## src/rtl/intc_agg_pkg.sv

```systemverilog
package intc_agg_pkg;

   // Update chosen for one source's enable counter in a cycle
   typedef enum logic [1:0] {
      EN_HOLD = 2'd0,
      EN_UP   = 2'd1,
      EN_DOWN = 2'd2
   } en_act_e;

   // Width needed to hold a count from 0 to n inclusive
   function automatic int count_width(input int n);
      return (n < 1) ? 1 : $clog2(n + 1);
   endfunction

endpackage

```

## src/rtl/intc_src_slot.sv

```systemverilog
module intc_src_slot
   import intc_agg_pkg::*;
#(
   parameter int EN_W = 2
) (
   input  logic            clk,
   input  logic            rst_n,
   input  logic            level,
   input  logic            grant,
   input  logic            revoke,
   input  logic [EN_W-1:0] cfg_max,
   output logic            pend_q,
   output logic            rise,
   output logic            fall
);

   logic [EN_W-1:0] cnt_q;
   logic [EN_W-1:0] cnt_d;
   logic            at_max;
   logic            pend_d;
   en_act_e         act;

   assign at_max = (cnt_q == cfg_max);

   // Revoke has priority and only acts when the source is fully enabled.
   // A zero requirement means always enabled, so revokes are dropped there.
   always_comb begin
      act = EN_HOLD;
      if (revoke && at_max && (cfg_max != '0)) begin
         act = EN_DOWN;
      end else if (grant && !at_max) begin
         act = EN_UP;
      end
   end

   always_comb begin
      unique case (act)
         EN_UP:   cnt_d = cnt_q + EN_W'(1);
         EN_DOWN: cnt_d = cnt_q - EN_W'(1);
         default: cnt_d = cnt_q;
      endcase
   end

   assign pend_d = level && (cnt_d == cfg_max);
   assign rise   = pend_d && !pend_q;
   assign fall   = !pend_d && pend_q;

   always_ff @(posedge clk) begin
      if (!rst_n) begin
         cnt_q  <= '0;
         pend_q <= 1'b0;
      end else begin
         cnt_q  <= cnt_d;
         pend_q <= pend_d;
      end
   end

endmodule

```

## src/rtl/intc_pend_counter.sv

```systemverilog
module intc_pend_counter #(
   parameter int N_SRC = 8,
   parameter int CNT_W = 4
) (
   input  logic             clk,
   input  logic             rst_n,
   input  logic [N_SRC-1:0] rise,
   input  logic [N_SRC-1:0] fall,
   output logic [CNT_W-1:0] count_q,
   output logic             irq_q
);

   localparam int SUM_W = CNT_W + 1;

   logic [SUM_W-1:0] ups;
   logic [SUM_W-1:0] dns;
   logic [SUM_W-1:0] sum;
   logic [CNT_W-1:0] count_d;

   // Net change applied once per clock, however many sources moved
   always_comb begin
      ups = '0;
      dns = '0;
      for (int i = 0; i < N_SRC; i++) begin
         ups = ups + SUM_W'(rise[i]);
         dns = dns + SUM_W'(fall[i]);
      end
      sum     = {1'b0, count_q} + ups - dns;
      count_d = sum[CNT_W-1:0];
   end

   always_ff @(posedge clk) begin
      if (!rst_n) begin
         count_q <= '0;
         irq_q   <= 1'b0;
      end else begin
         count_q <= count_d;
         irq_q   <= (count_d != '0);
      end
   end

endmodule

```

## src/rtl/intc_vec_scan.sv

```systemverilog
module intc_vec_scan #(
   parameter int N_SRC  = 8,
   parameter int VEC_W  = 12,
   parameter int MASK_W = 4
) (
   input  logic [N_SRC-1:0]       pend,
   input  logic [N_SRC*VEC_W-1:0] cfg_vec,
   input  logic [MASK_W-1:0]      cpu_mask,
   output logic [VEC_W-1:0]       vec_out,
   output logic                   vec_valid
);

   logic             found;
   logic [VEC_W-1:0] pick;
   logic             blocked;

   assign blocked = (cpu_mask == {MASK_W{1'b1}});

   // Walk from the top down so the lowest pending index is left in pick
   always_comb begin
      found = 1'b0;
      pick  = '1;
      for (int i = N_SRC - 1; i >= 0; i--) begin
         if (pend[i]) begin
            found = 1'b1;
            pick  = cfg_vec[i*VEC_W +: VEC_W];
         end
      end
   end

   assign vec_valid = found && !blocked;
   assign vec_out   = vec_valid ? pick : '1;

endmodule

```

## src/rtl/intc_src_aggregator.sv

```systemverilog
module intc_src_aggregator
   import intc_agg_pkg::*;
#(
   parameter int N_SRC  = 8,
   parameter int VEC_W  = 12,
   parameter int EN_W   = 2,
   parameter int MASK_W = 4
) (
   input  logic                                clk,
   input  logic                                rst_n,
   input  logic [N_SRC-1:0]                    src_level,
   input  logic [N_SRC-1:0]                    en_grant,
   input  logic [N_SRC-1:0]                    en_revoke,
   input  logic [N_SRC*VEC_W-1:0]              cfg_vec,
   input  logic [N_SRC*EN_W-1:0]               cfg_en_max,
   input  logic [MASK_W-1:0]                   cpu_mask,
   output logic                                cpu_irq,
   output logic [count_width(N_SRC)-1:0]       pend_count,
   output logic [VEC_W-1:0]                    vec_out,
   output logic                                vec_valid
);

   localparam int CNT_W = count_width(N_SRC);

   if (N_SRC < 1) begin : g_bad_nsrc
      $error("intc_src_aggregator: N_SRC must be at least 1");
   end
   if (VEC_W < 1) begin : g_bad_vecw
      $error("intc_src_aggregator: VEC_W must be at least 1");
   end
   if (EN_W < 1) begin : g_bad_enw
      $error("intc_src_aggregator: EN_W must be at least 1");
   end
   if (MASK_W < 1) begin : g_bad_maskw
      $error("intc_src_aggregator: MASK_W must be at least 1");
   end

   logic [N_SRC-1:0] pend;
   logic [N_SRC-1:0] rise;
   logic [N_SRC-1:0] fall;

   for (genvar g = 0; g < N_SRC; g++) begin : g_slot
      intc_src_slot #(
         .EN_W(EN_W)
      ) u_slot (
         .clk     (clk),
         .rst_n   (rst_n),
         .level   (src_level[g]),
         .grant   (en_grant[g]),
         .revoke  (en_revoke[g]),
         .cfg_max (cfg_en_max[g*EN_W +: EN_W]),
         .pend_q  (pend[g]),
         .rise    (rise[g]),
         .fall    (fall[g])
      );
   end

   intc_pend_counter #(
      .N_SRC(N_SRC),
      .CNT_W(CNT_W)
   ) u_count (
      .clk     (clk),
      .rst_n   (rst_n),
      .rise    (rise),
      .fall    (fall),
      .count_q (pend_count),
      .irq_q   (cpu_irq)
   );

   intc_vec_scan #(
      .N_SRC (N_SRC),
      .VEC_W (VEC_W),
      .MASK_W(MASK_W)
   ) u_scan (
      .pend      (pend),
      .cfg_vec   (cfg_vec),
      .cpu_mask  (cpu_mask),
      .vec_out   (vec_out),
      .vec_valid (vec_valid)
   );

endmodule

```

## config.mk

```make
export PLATFORM = sky130hd
export DESIGN_NAME = intc_src_aggregator
export DESIGN_NICKNAME = d
export VERILOG_FILES = /design/src/rtl/intc_agg_pkg.sv /design/src/rtl/intc_src_slot.sv /design/src/rtl/intc_pend_counter.sv /design/src/rtl/intc_vec_scan.sv /design/src/rtl/intc_src_aggregator.sv
export SDC_FILE = /design/constraint.sdc
export NUM_CORES = 1
export LEC_CHECK = 0
export BUFFER_PORTS_ARGS = -buffer_cell sky130_fd_sc_hd__buf_2
export CORE_MARGIN = 3
export CORE_UTILIZATION = 50
export DETAILED_ROUTE_END_ITERATION = 12
export GPL_ROUTABILITY_DRIVEN = 0
export GPL_TIMING_DRIVEN = 0
export PLACE_DENSITY = 0.93
export SLEW_MARGIN = 20
export SYNTH_ARGS = -nofsm -noshare
export SYNTH_HDL_FRONTEND = slang
export SYNTH_SLANG_ARGS = --single-unit
```

## constraint.sdc

```tcl
create_clock -name clk -period 6.65 [get_ports clk]
set_clock_uncertainty 0.15 [all_clocks]
set_input_delay 0.665 -clock clk [delete_from_list [all_inputs] [get_ports clk]]
set_output_delay 0.665 -clock clk [all_outputs]
set_load 0.02 [all_outputs]
```

# Word level (Yosys, flattened, before mapping)
# Cells that the tools add are included.
[totals]
register_bits = 29
wordCells = 207
in_bits = 142
[op_classes]
n_reduce_logical = 83
addsub = 32
mux = 41
eq_ne = 33
[ops]
columns = ["op", "count"]
rows = [
  ["$mux W12", 9],
  ["$logic_and A1 B1 Y1", 49],
  ["$add A4 B1 Y4", 12],
  ["$eq A2 B2 Y1", 16],
  ["$pmux W2 S2", 8],
  ["$logic_not A1 Y1", 25],
  ["$add A2 B1 Y2 const B", 8],
  ["$eq A2 B1 Y1 const B", 8],
  ["$eq A2 B2 Y1 const B", 8],
  ["$mux W1", 16],
  ["$mux W2", 8],
  ["$reduce_bool A2 Y1", 8],
  ["$sub A2 B1 Y2 const B", 8],
  ["$add A1 B1 Y2", 2],
  ["$add A4 B4 Y4", 1],
  ["$eq A4 B4 Y1 const B", 1],
  ["$reduce_bool A4 Y1", 1],
  ["$sub A4 B4 Y4", 1],
]

# Longest topological paths before layout
# Gate-level depths: netlist of the first run.
[logic_depth]
ltp_word = 20
mapped_depth = 20
mapped_depth_nobuf = 19

# Cells and area by module
# Synthesis of the first run repeated with hierarchy kept, for this count alone.
[unflattened]
cells_unflattened = 410
area_unflattened_um2 = 3340.7
[by_module_without_submodules]
columns = ["module", "cells_each", "instances", "area_per_inst_um2"]
rows = [
  ["intc_src_slot", 28, 8, 240.2],
  ["intc_vec_scan", 134, 1, 882.1],
  ["intc_pend_counter", 52, 1, 536.8],
]

# Worst setup path before layout of the first run
# No wires, ideal clock.
[synth_timing]
path_kind = "input-to-reg"
start = "input en_grant[1]"
end = "register u_count.irq_q"
t_required_ns = 6.375
path_buffers = 1
path_stages = 20
path_slack_ns = 0.684
t_arrival_ns = 5.691
path_cell_list = "clkbuf_1 -> or3b_2 -> o2111ai_1 -> o21ai_0 -> o21a_1 -> ha_1 -> fa_1 -> inv_1 -> fa_1 -> fa_1 -> inv_1 -> fa_1 -> inv_1 -> fa_1 -> ha_1 -> fa_1 -> xnor2_1 -> xnor2_1 -> xnor2_1 -> o41a_1"
[synth_between]
elab_chain_cells = 18
[synth_lines]
columns = ["element", "line", "rtl"]
rows = [
  ["from (decl)", "intc_src_aggregator.sv:12", "input logic [N_SRC-1:0] en_grant,"],
  ["$logic_and A1 B1 Y1 *", "intc_src_slot.sv:31", "end else if (grant && !at_max) begin"],
  ["$mux W1 *", "intc_src_slot.sv:31", ""],
  ["$mux W2 *", "intc_src_slot.sv:29", "if (revoke && at_max && (cfg_max != '0)) begin"],
  ["$eq A2 B2 Y1 / $eq A2 B1 Y1 (equally long branches)", "intc_src_slot.sv:37", "unique case (act)"],
  ["$pmux W2 S2 *", "intc_src_slot.sv:37", ""],
  ["$eq A2 B2 Y1 *", "intc_src_slot.sv:44", "assign pend_d = level && (cnt_d == cfg_max);"],
  ["$logic_and A1 B1 Y1 *", "intc_src_slot.sv:44", ""],
  ["$logic_and A1 B1 Y1 / $logic_not A1 Y1 (equally long branches)", "intc_src_slot.sv:45, intc_src_slot.sv:46", ""],
  ["$add A1 B1 Y2 / $logic_and A1 B1 Y1 (equally long branches)", "intc_pend_counter.sv:25, intc_src_slot.sv:46", ""],
  ["$add A4 B1 Y4 / $add A1 B1 Y2 (equally long branches)", "intc_pend_counter.sv:25, intc_pend_counter.sv:26", ""],
  ["$add A4 B1 Y4 (on tied branches) (5 in series)", "intc_pend_counter.sv:25, intc_pend_counter.sv:26", ""],
  ["$add A4 B4 Y4 / $add A4 B1 Y4 (equally long branches)", "intc_pend_counter.sv:28, intc_pend_counter.sv:26", ""],
  ["$sub A4 B4 Y4 *", "intc_pend_counter.sv:28", "sum = {1'b0, count_q} + ups - dns;"],
  ["$reduce_bool A4 Y1 *", "intc_pend_counter.sv:38", "irq_q <= (count_d != '0);"],
  ["to (signal assigned)", "intc_pend_counter.sv:38", ""],
  ["to (decl)", "intc_pend_counter.sv:10", "output logic irq_q"],
]
# Mark *: on every way between the ends. The rest lies on a longest branch, timed or not.
# A chain may end at the register's enable or synchronous reset.

# Worst setup path in the final report of the first run
# Same ends and word-level chain as after synthesis.

==> results of run 1 <==
## cell families after synthesis
group,after synthesis
AOI/OAI and AO/OA,136
buffers and inverters,71
adders and majority gates,20
DFF,29
xor gates and xnor gates,19
muxes,8
and+or+nand+nor,210
## final timing paths
check | endpoint | slack (ps) | cells past startpoint
setup / recovery | u_count.irq_q | 490 | 21
setup reg to reg | u_count.irq_q | 700 | 20
hold reg to reg | g_slot[7].u_slot.cnt_q[1] | 480 | 2
hold / removal | g_slot[7].u_slot.cnt_q[1] | 480 | 2
## final cells by class
type	count	area [µm²]	share of cell area
multi-input combinational	393	2880	0.602
timing repair buffer	153	766	0.160
sequential	29	581	0.121
buffer	47	226	0.0473
tap	99	124	0.0259
inverter	24	90.1	0.0188
clock buffer	7	86.3	0.0180
clock inverter	1	30.0	0.00628
## power breakdown
group	internal [mW]	switching, mW	leakage [nW]
sequential	0.200	0.0140	0.239
clock	0.122	0.0686	0.0585
combinational	0.263	0.325	1.70
total	0.586	0.408	2.00
## per-stage QoR
step / hold slack (ps) / utilization / cells
finish: 482 / 0.656 / 753
global route: 519 / 0.656 / 753
CTS: 470 / 0.656 / 753
detailed placement: 462 / 0.640 / 745
floorplan: 416 / - / 493
global placement: 437 / 0.640 / 745
## metal layers
layer,vias up,GRT usage,wire length (µm)
met1,2054,0.295,4520
met3,49,0.0431,994
met5,-,0,0
li1,2149,-,-
met2,217,0.475,5930
met4,0,0.148,667
## tightest hold or removal path, cell delays in order (launching register included)
cell       delay [ps]
dfxtp_1           370
a21oi_1           140
a2111oi_0          70
## registers in the layout, summed over array words and instances (netlist names)
signal                flops
g_slot.u_slot.cnt_q      16
u_count.irq_q             1
g_slot.u_slot.pend_q      8
u_count.count_q           4
## cell usage in the layout (no fill, tap or decap), types with 6 or more instances in the layout
master | netlist | final
nor3_1 | 22 | 22
fa_1 | 12 | 12
nand2_1 | 43 | 43
ha_1 | 8 | 8
nor2_1 | 13 | 13
xor2_1 | 8 | 8
inv_1 | 23 | 23
nor2b_1 | 41 | 41
nand3_1 | 17 | 17
and2_1 | 10 | 10
clkbuf_8 | 0 | 6
xnor2_1 | 9 | 9
o2111ai_1 | 9 | 9
o21a_1 | 7 | 7
or3b_2 | 9 | 9
clkbuf_1 | 18 | 19
buf_2 | 24 | 177
o221a_2 | 6 | 6
o311ai_1 | 7 | 7
dfxtp_1 | 29 | 29
nor3b_1 | 17 | 17
nand2b_1 | 10 | 10
nor4bb_1 | 7 | 7
a221oi_1 | 7 | 7
o311ai_0 | 8 | 8
o221ai_1 | 8 | 8
o21ai_0 | 16 | 16
a21oi_1 | 22 | 22
==> summary.txt, run 1 <==
Crit-path max cell delay - 550 ps
Critical path, cell by cell - buf_2, clkbuf_1, or3b_2, o2111ai_1, o21ai_0, o21a_1, ha_1, fa_1, inv_1, fa_1, fa_1, inv_1, fa_1, inv_1, fa_1, ha_1, fa_1, xnor2_1, xnor2_1, xnor2_1, o41a_1
CTS Sinks - 29
Post-synthesis average cell area - 7.66 µm²
Crit. Startpoint - en_grant[1]
DIE WIDTH - 92.9 µm
Max_cap viols - 0
Worst Path Arrival - 6180 ps
Seq cells post-synth - 29
ANT cells - 0
Mapped Area - 0.00378 mm²
Vias in the first global route - 4167
Vias post-DR - 4469
Post-synthesis xor/xnor area fraction - 0.0480
Hold buffers post-CTS - 0
Top delay family on crit path - adder cells
Yosys warns - 0
GRT Total Usage - 0.265
Area leader, netlist - dfxtp_1
Asr flop ratio synth - 0
CTS HTree Levels - 2
Rel. slew slack - 0.552
GRT Residual Overflow - 0
Final Total Pwr - 0.994 mW
Fin nets - 815
Die Height - 92.9 µm
DRT iter0 DRCs - 296
Initial antenna violation count - 0
DR vias/cell - 5.93
Slew @ Worst Pin - 667 ps
Post-Syn Nets - 655
Largest net degree at the start of global routing - 11
First-pass GRT wire length - 18700 µm
Dpl hpwl - 9750 µm
Cell variety after synth - 62
Synth area leaders - dfxtp_1 15%, nor2b_1 6.8%, fa_1 6.4%, nand2_1 4.3%, nor3b_1 3.4%
Num rows - 31
Hold_sp - g_slot[7].u_slot.cnt_q[1]
WP buf/inv - 5
Post-CTS Setup Inserts - 0
Sequential fraction of the synthesis area - 0.154
Wirelength, routed - 12100 µm
Drt first pass iters - 7
Number of port buffers - 153
FMAX - 162 MHz
Die footprint - 0.00864 mm²
FF-to-FF Start - g_slot[0].u_slot.cnt_q[1]
Most common cell in the synthesized netlist - nand2_1
Routed WL per cell - 16.1 µm
Mux cell area share after synthesis - 0.0225
Setup TNS - 0 ps
Status - finished clean
Worst Setup Start Kind - input port
CTS max path bufs - 2
Worst hold path type - reg -> reg
Shortest period the worst path allows - 6160 ps
Syn Inst Count - 493
# fillers - 638
Final period util - 0.926
Post-synthesis adder-cell area fraction - 0.0901
Final hold vios - 0
RSZ-0062 raised after global routing - no
Slew Limit Fails - 0
PD cells - 208 mW/mm²
Worst vdd ir - 0.000170 V
Commonest cells in the netlist - 43 x nand2_1, 41 x nor2b_1, 29 x dfxtp_1, 24 x buf_2, 23 x inv_1
IO Pins - 160
Critical Path Sink Type - flop
Final worst-path setup slack - 489 ps
Main synth FF type - dfxtp_1
Pleak - 1.99 nW
Crit path top cell by count - fa_1
Setup WS pre-CTS - 213 ps
Synth Area in Compound Gates - 0.276
Clk pin slew, worst setup/hold paths - 60 ps
DR DRC count - 0
CP Class - in -> reg
Placed inst area - 0.00467 mm²
Initial cell density of the core - 0.518
Largest family of logic cells by synthesized area - simple AND/OR/NAND/NOR gates
Slowest CP cell - fa_1
Share of layout cells above drive strength 1 - 0.327
Max FO, Critical Path - 10
Final instance area - 0.00478 mm²
Final setup violation count - 0
Synth top area share - 0.154
CORE AREA - 0.00729 mm²
Critical Path RT - 6670 ps
Total CTS buffers - 5
CTS root buf - clkbuf_8
Post-Synth Simple-Gate Area - 0.325
P&R area growth vs syn - 26.6%
CTS tree - built
Worst-Skew Late Latency - 280 ps
PostCTS Resize Cnt - 0
Final ANT Viol Nets - 0
Post-synth EDFFs - 0
Power figures use the tool's default switching activity.
==> run 2: changes to the inputs <==
- CORE_MARGIN: 3 -> 2
- CTS_BUF_LIST: unset -> sky130_fd_sc_hd__clkbuf_4
==> summary.txt, run 2 (synthesis gave the netlist of run 1 again) <==
Post-Layout Cell Count - 753
Most common cell after layout, fill and taps aside - buf_2
Setup TNS - 0 ps
P&R area growth vs syn - 25.1%
Worst vdd ir - 0.000130 V
Critical Path RT - 6720 ps
Slew @ Worst Pin - 702 ps
Most frequent cells in the layout - 177 x buf_2, 43 x nand2_1, 41 x nor2b_1
Total CTS buffers - 5
Crit-path max cell delay - 570 ps
CP Class - in -> reg
PD cells - 196 mW/mm²
Final period util - 0.918
Num rows - 31
Status - finished clean
Worst Path Arrival - 6180 ps
GRT Total Usage - 0.275
Pleak - 1.97 nW
Routed WL per cell - 15.8 µm
Initial antenna violation count - 0
Worst hold path type - in -> reg
GRT Residual Overflow - 0
DR DRC count - 0
Final ANT Viol Nets - 0
ANT cells - 0
Final hold vios - 0
DIE WIDTH - 90.9 µm
Slew Limit Fails - 0
Final Core Density - 0.648
Dpl cells - 745
Final Total Pwr - 0.929 mW
Hold buffers post-CTS - 0
Slowest CP cell - fa_1
Top flop regs - g_slot.u_slot.cnt_q: 16 flops, g_slot.u_slot.pend_q: 8 flops, u_count.count_q: 4 flops
Critical Path Sink Type - flop
Shortest period the worst path allows - 6110 ps
DRT iter0 DRCs - 259
Die footprint - 0.00827 mm²
FF-to-FF setup slack - 600 ps
CTS Sinks - 29
Crit path top cell by count - fa_1
CTS max path bufs - 2
Worst Setup Start Kind - input port
Fin nets - 815
Post-CTS Setup Inserts - 0
PostCTS Resize Cnt - 0
First-pass GRT wire length - 18800 µm
Vias post-DR - 4405
Largest net degree at the start of global routing - 11
CTS root buf - clkbuf_4
IO Pins - 160
CORE AREA - 0.00729 mm²
FMAX - 164 MHz
Critical path, cell by cell - buf_2, clkbuf_1, or3b_2, o2111ai_1, o21ai_0, o21a_1, ha_1, fa_1, inv_1, fa_1, fa_1, inv_1, fa_1, inv_1, fa_1, ha_1, fa_1, xnor2_1, xnor2_1, xnor2_1, o41a_1
Share of layout cells above drive strength 1 - 0.329
Drt first pass iters - 5
Largest register by flop count - g_slot.u_slot.cnt_q
Initial cell density of the core - 0.518
Number of port buffers - 153
Vias in the first global route - 4182
Max_cap viols - 0
CTS HTree Levels - 2
RSZ-0062 raised after global routing - no
DR vias/cell - 5.85
Worst-Skew Late Latency - 330 ps
Dpl hpwl - 9630 µm
Clk pin slew, worst setup/hold paths - 90 ps
Die Height - 90.9 µm
Final setup violation count - 0
Max reg flops - 16
Rel. slew slack - 0.528
Wirelength, routed - 11900 µm
Max FO, Critical Path - 10
CTS tree - built
[run 2: cell count changes in the layout (fill, tap and decap cells not counted)]
cell	change
clkbuf_4	+8
clkbuf_8	-6
clkbuf_1	-1
bufinv_16	-1
[run 2: layout make-up]
cell class | instances | area (µm²)
inverter | 24 | 90.1
multi-input combinational | 393 | 2880
buffer | 47 | 226
timing repair buffer | 153 | 766
sequential | 29 | 581
tap | 99 | 124
clock buffer | 8 | 60.1
fill | 634 | 2560
[run 2: final timing paths]
path,from,endpoint,cells after the start
worst min register to register,g_slot[7].u_slot.cnt_q[1],g_slot[7].u_slot.cnt_q[1],2
worst max-delay path,en_grant[1],u_count.irq_q,21
worst max register to register,g_slot[0].u_slot.cnt_q[1],u_count.irq_q,20
worst min-delay path,src_level[7],g_slot[7].u_slot.pend_q,3
[run 2: metrics by stage]
stage | hold slack (ps) | setup WS, ps | area (µm²)
6_report | 444 | 545 | 4730
5_1_grt | 448 | 251 | 4730
4_1_cts | 432 | 516 | 4730
3_5_place_dp | 471 | 138 | 4670
3_3_place_gp | 436 | 334 | 4670
2_1_floorplan | 416 | 684 | 3780
[run 2: routing by layer]
layer  wire length [µm]  share of wire  track usage  up-vias
met5                  0              0            0        -
met3                661          0.056       0.0423       38
li1                   -              -            -     2149
met4                505          0.043        0.133        0
met1               4600           0.39        0.302     2041
met2               6100           0.51        0.512      177
[run 2: worst max-delay path, delay by kind of cell]
kind	cells	cell delay, ps
AOI/OAI and AO/OA	4	830
buffers and inverters	5	470
and+or+nand+nor	1	470
adders and majority gates	8	3270
xor gates and xnor gates	3	440
[run 2: where the power goes]
| group | internal (mW) | total (mW) | switching, mW | leakage (nW) |
|---|---|---|---|---|
| registers | 0.200 | 0.214 | 0.0137 | 0.239 |
| logic | 0.267 | 0.597 | 0.330 | 1.70 |
| clock network | 0.0543 | 0.118 | 0.0637 | 0.0368 |
| total | 0.521 | 0.929 | 0.407 | 1.97 |
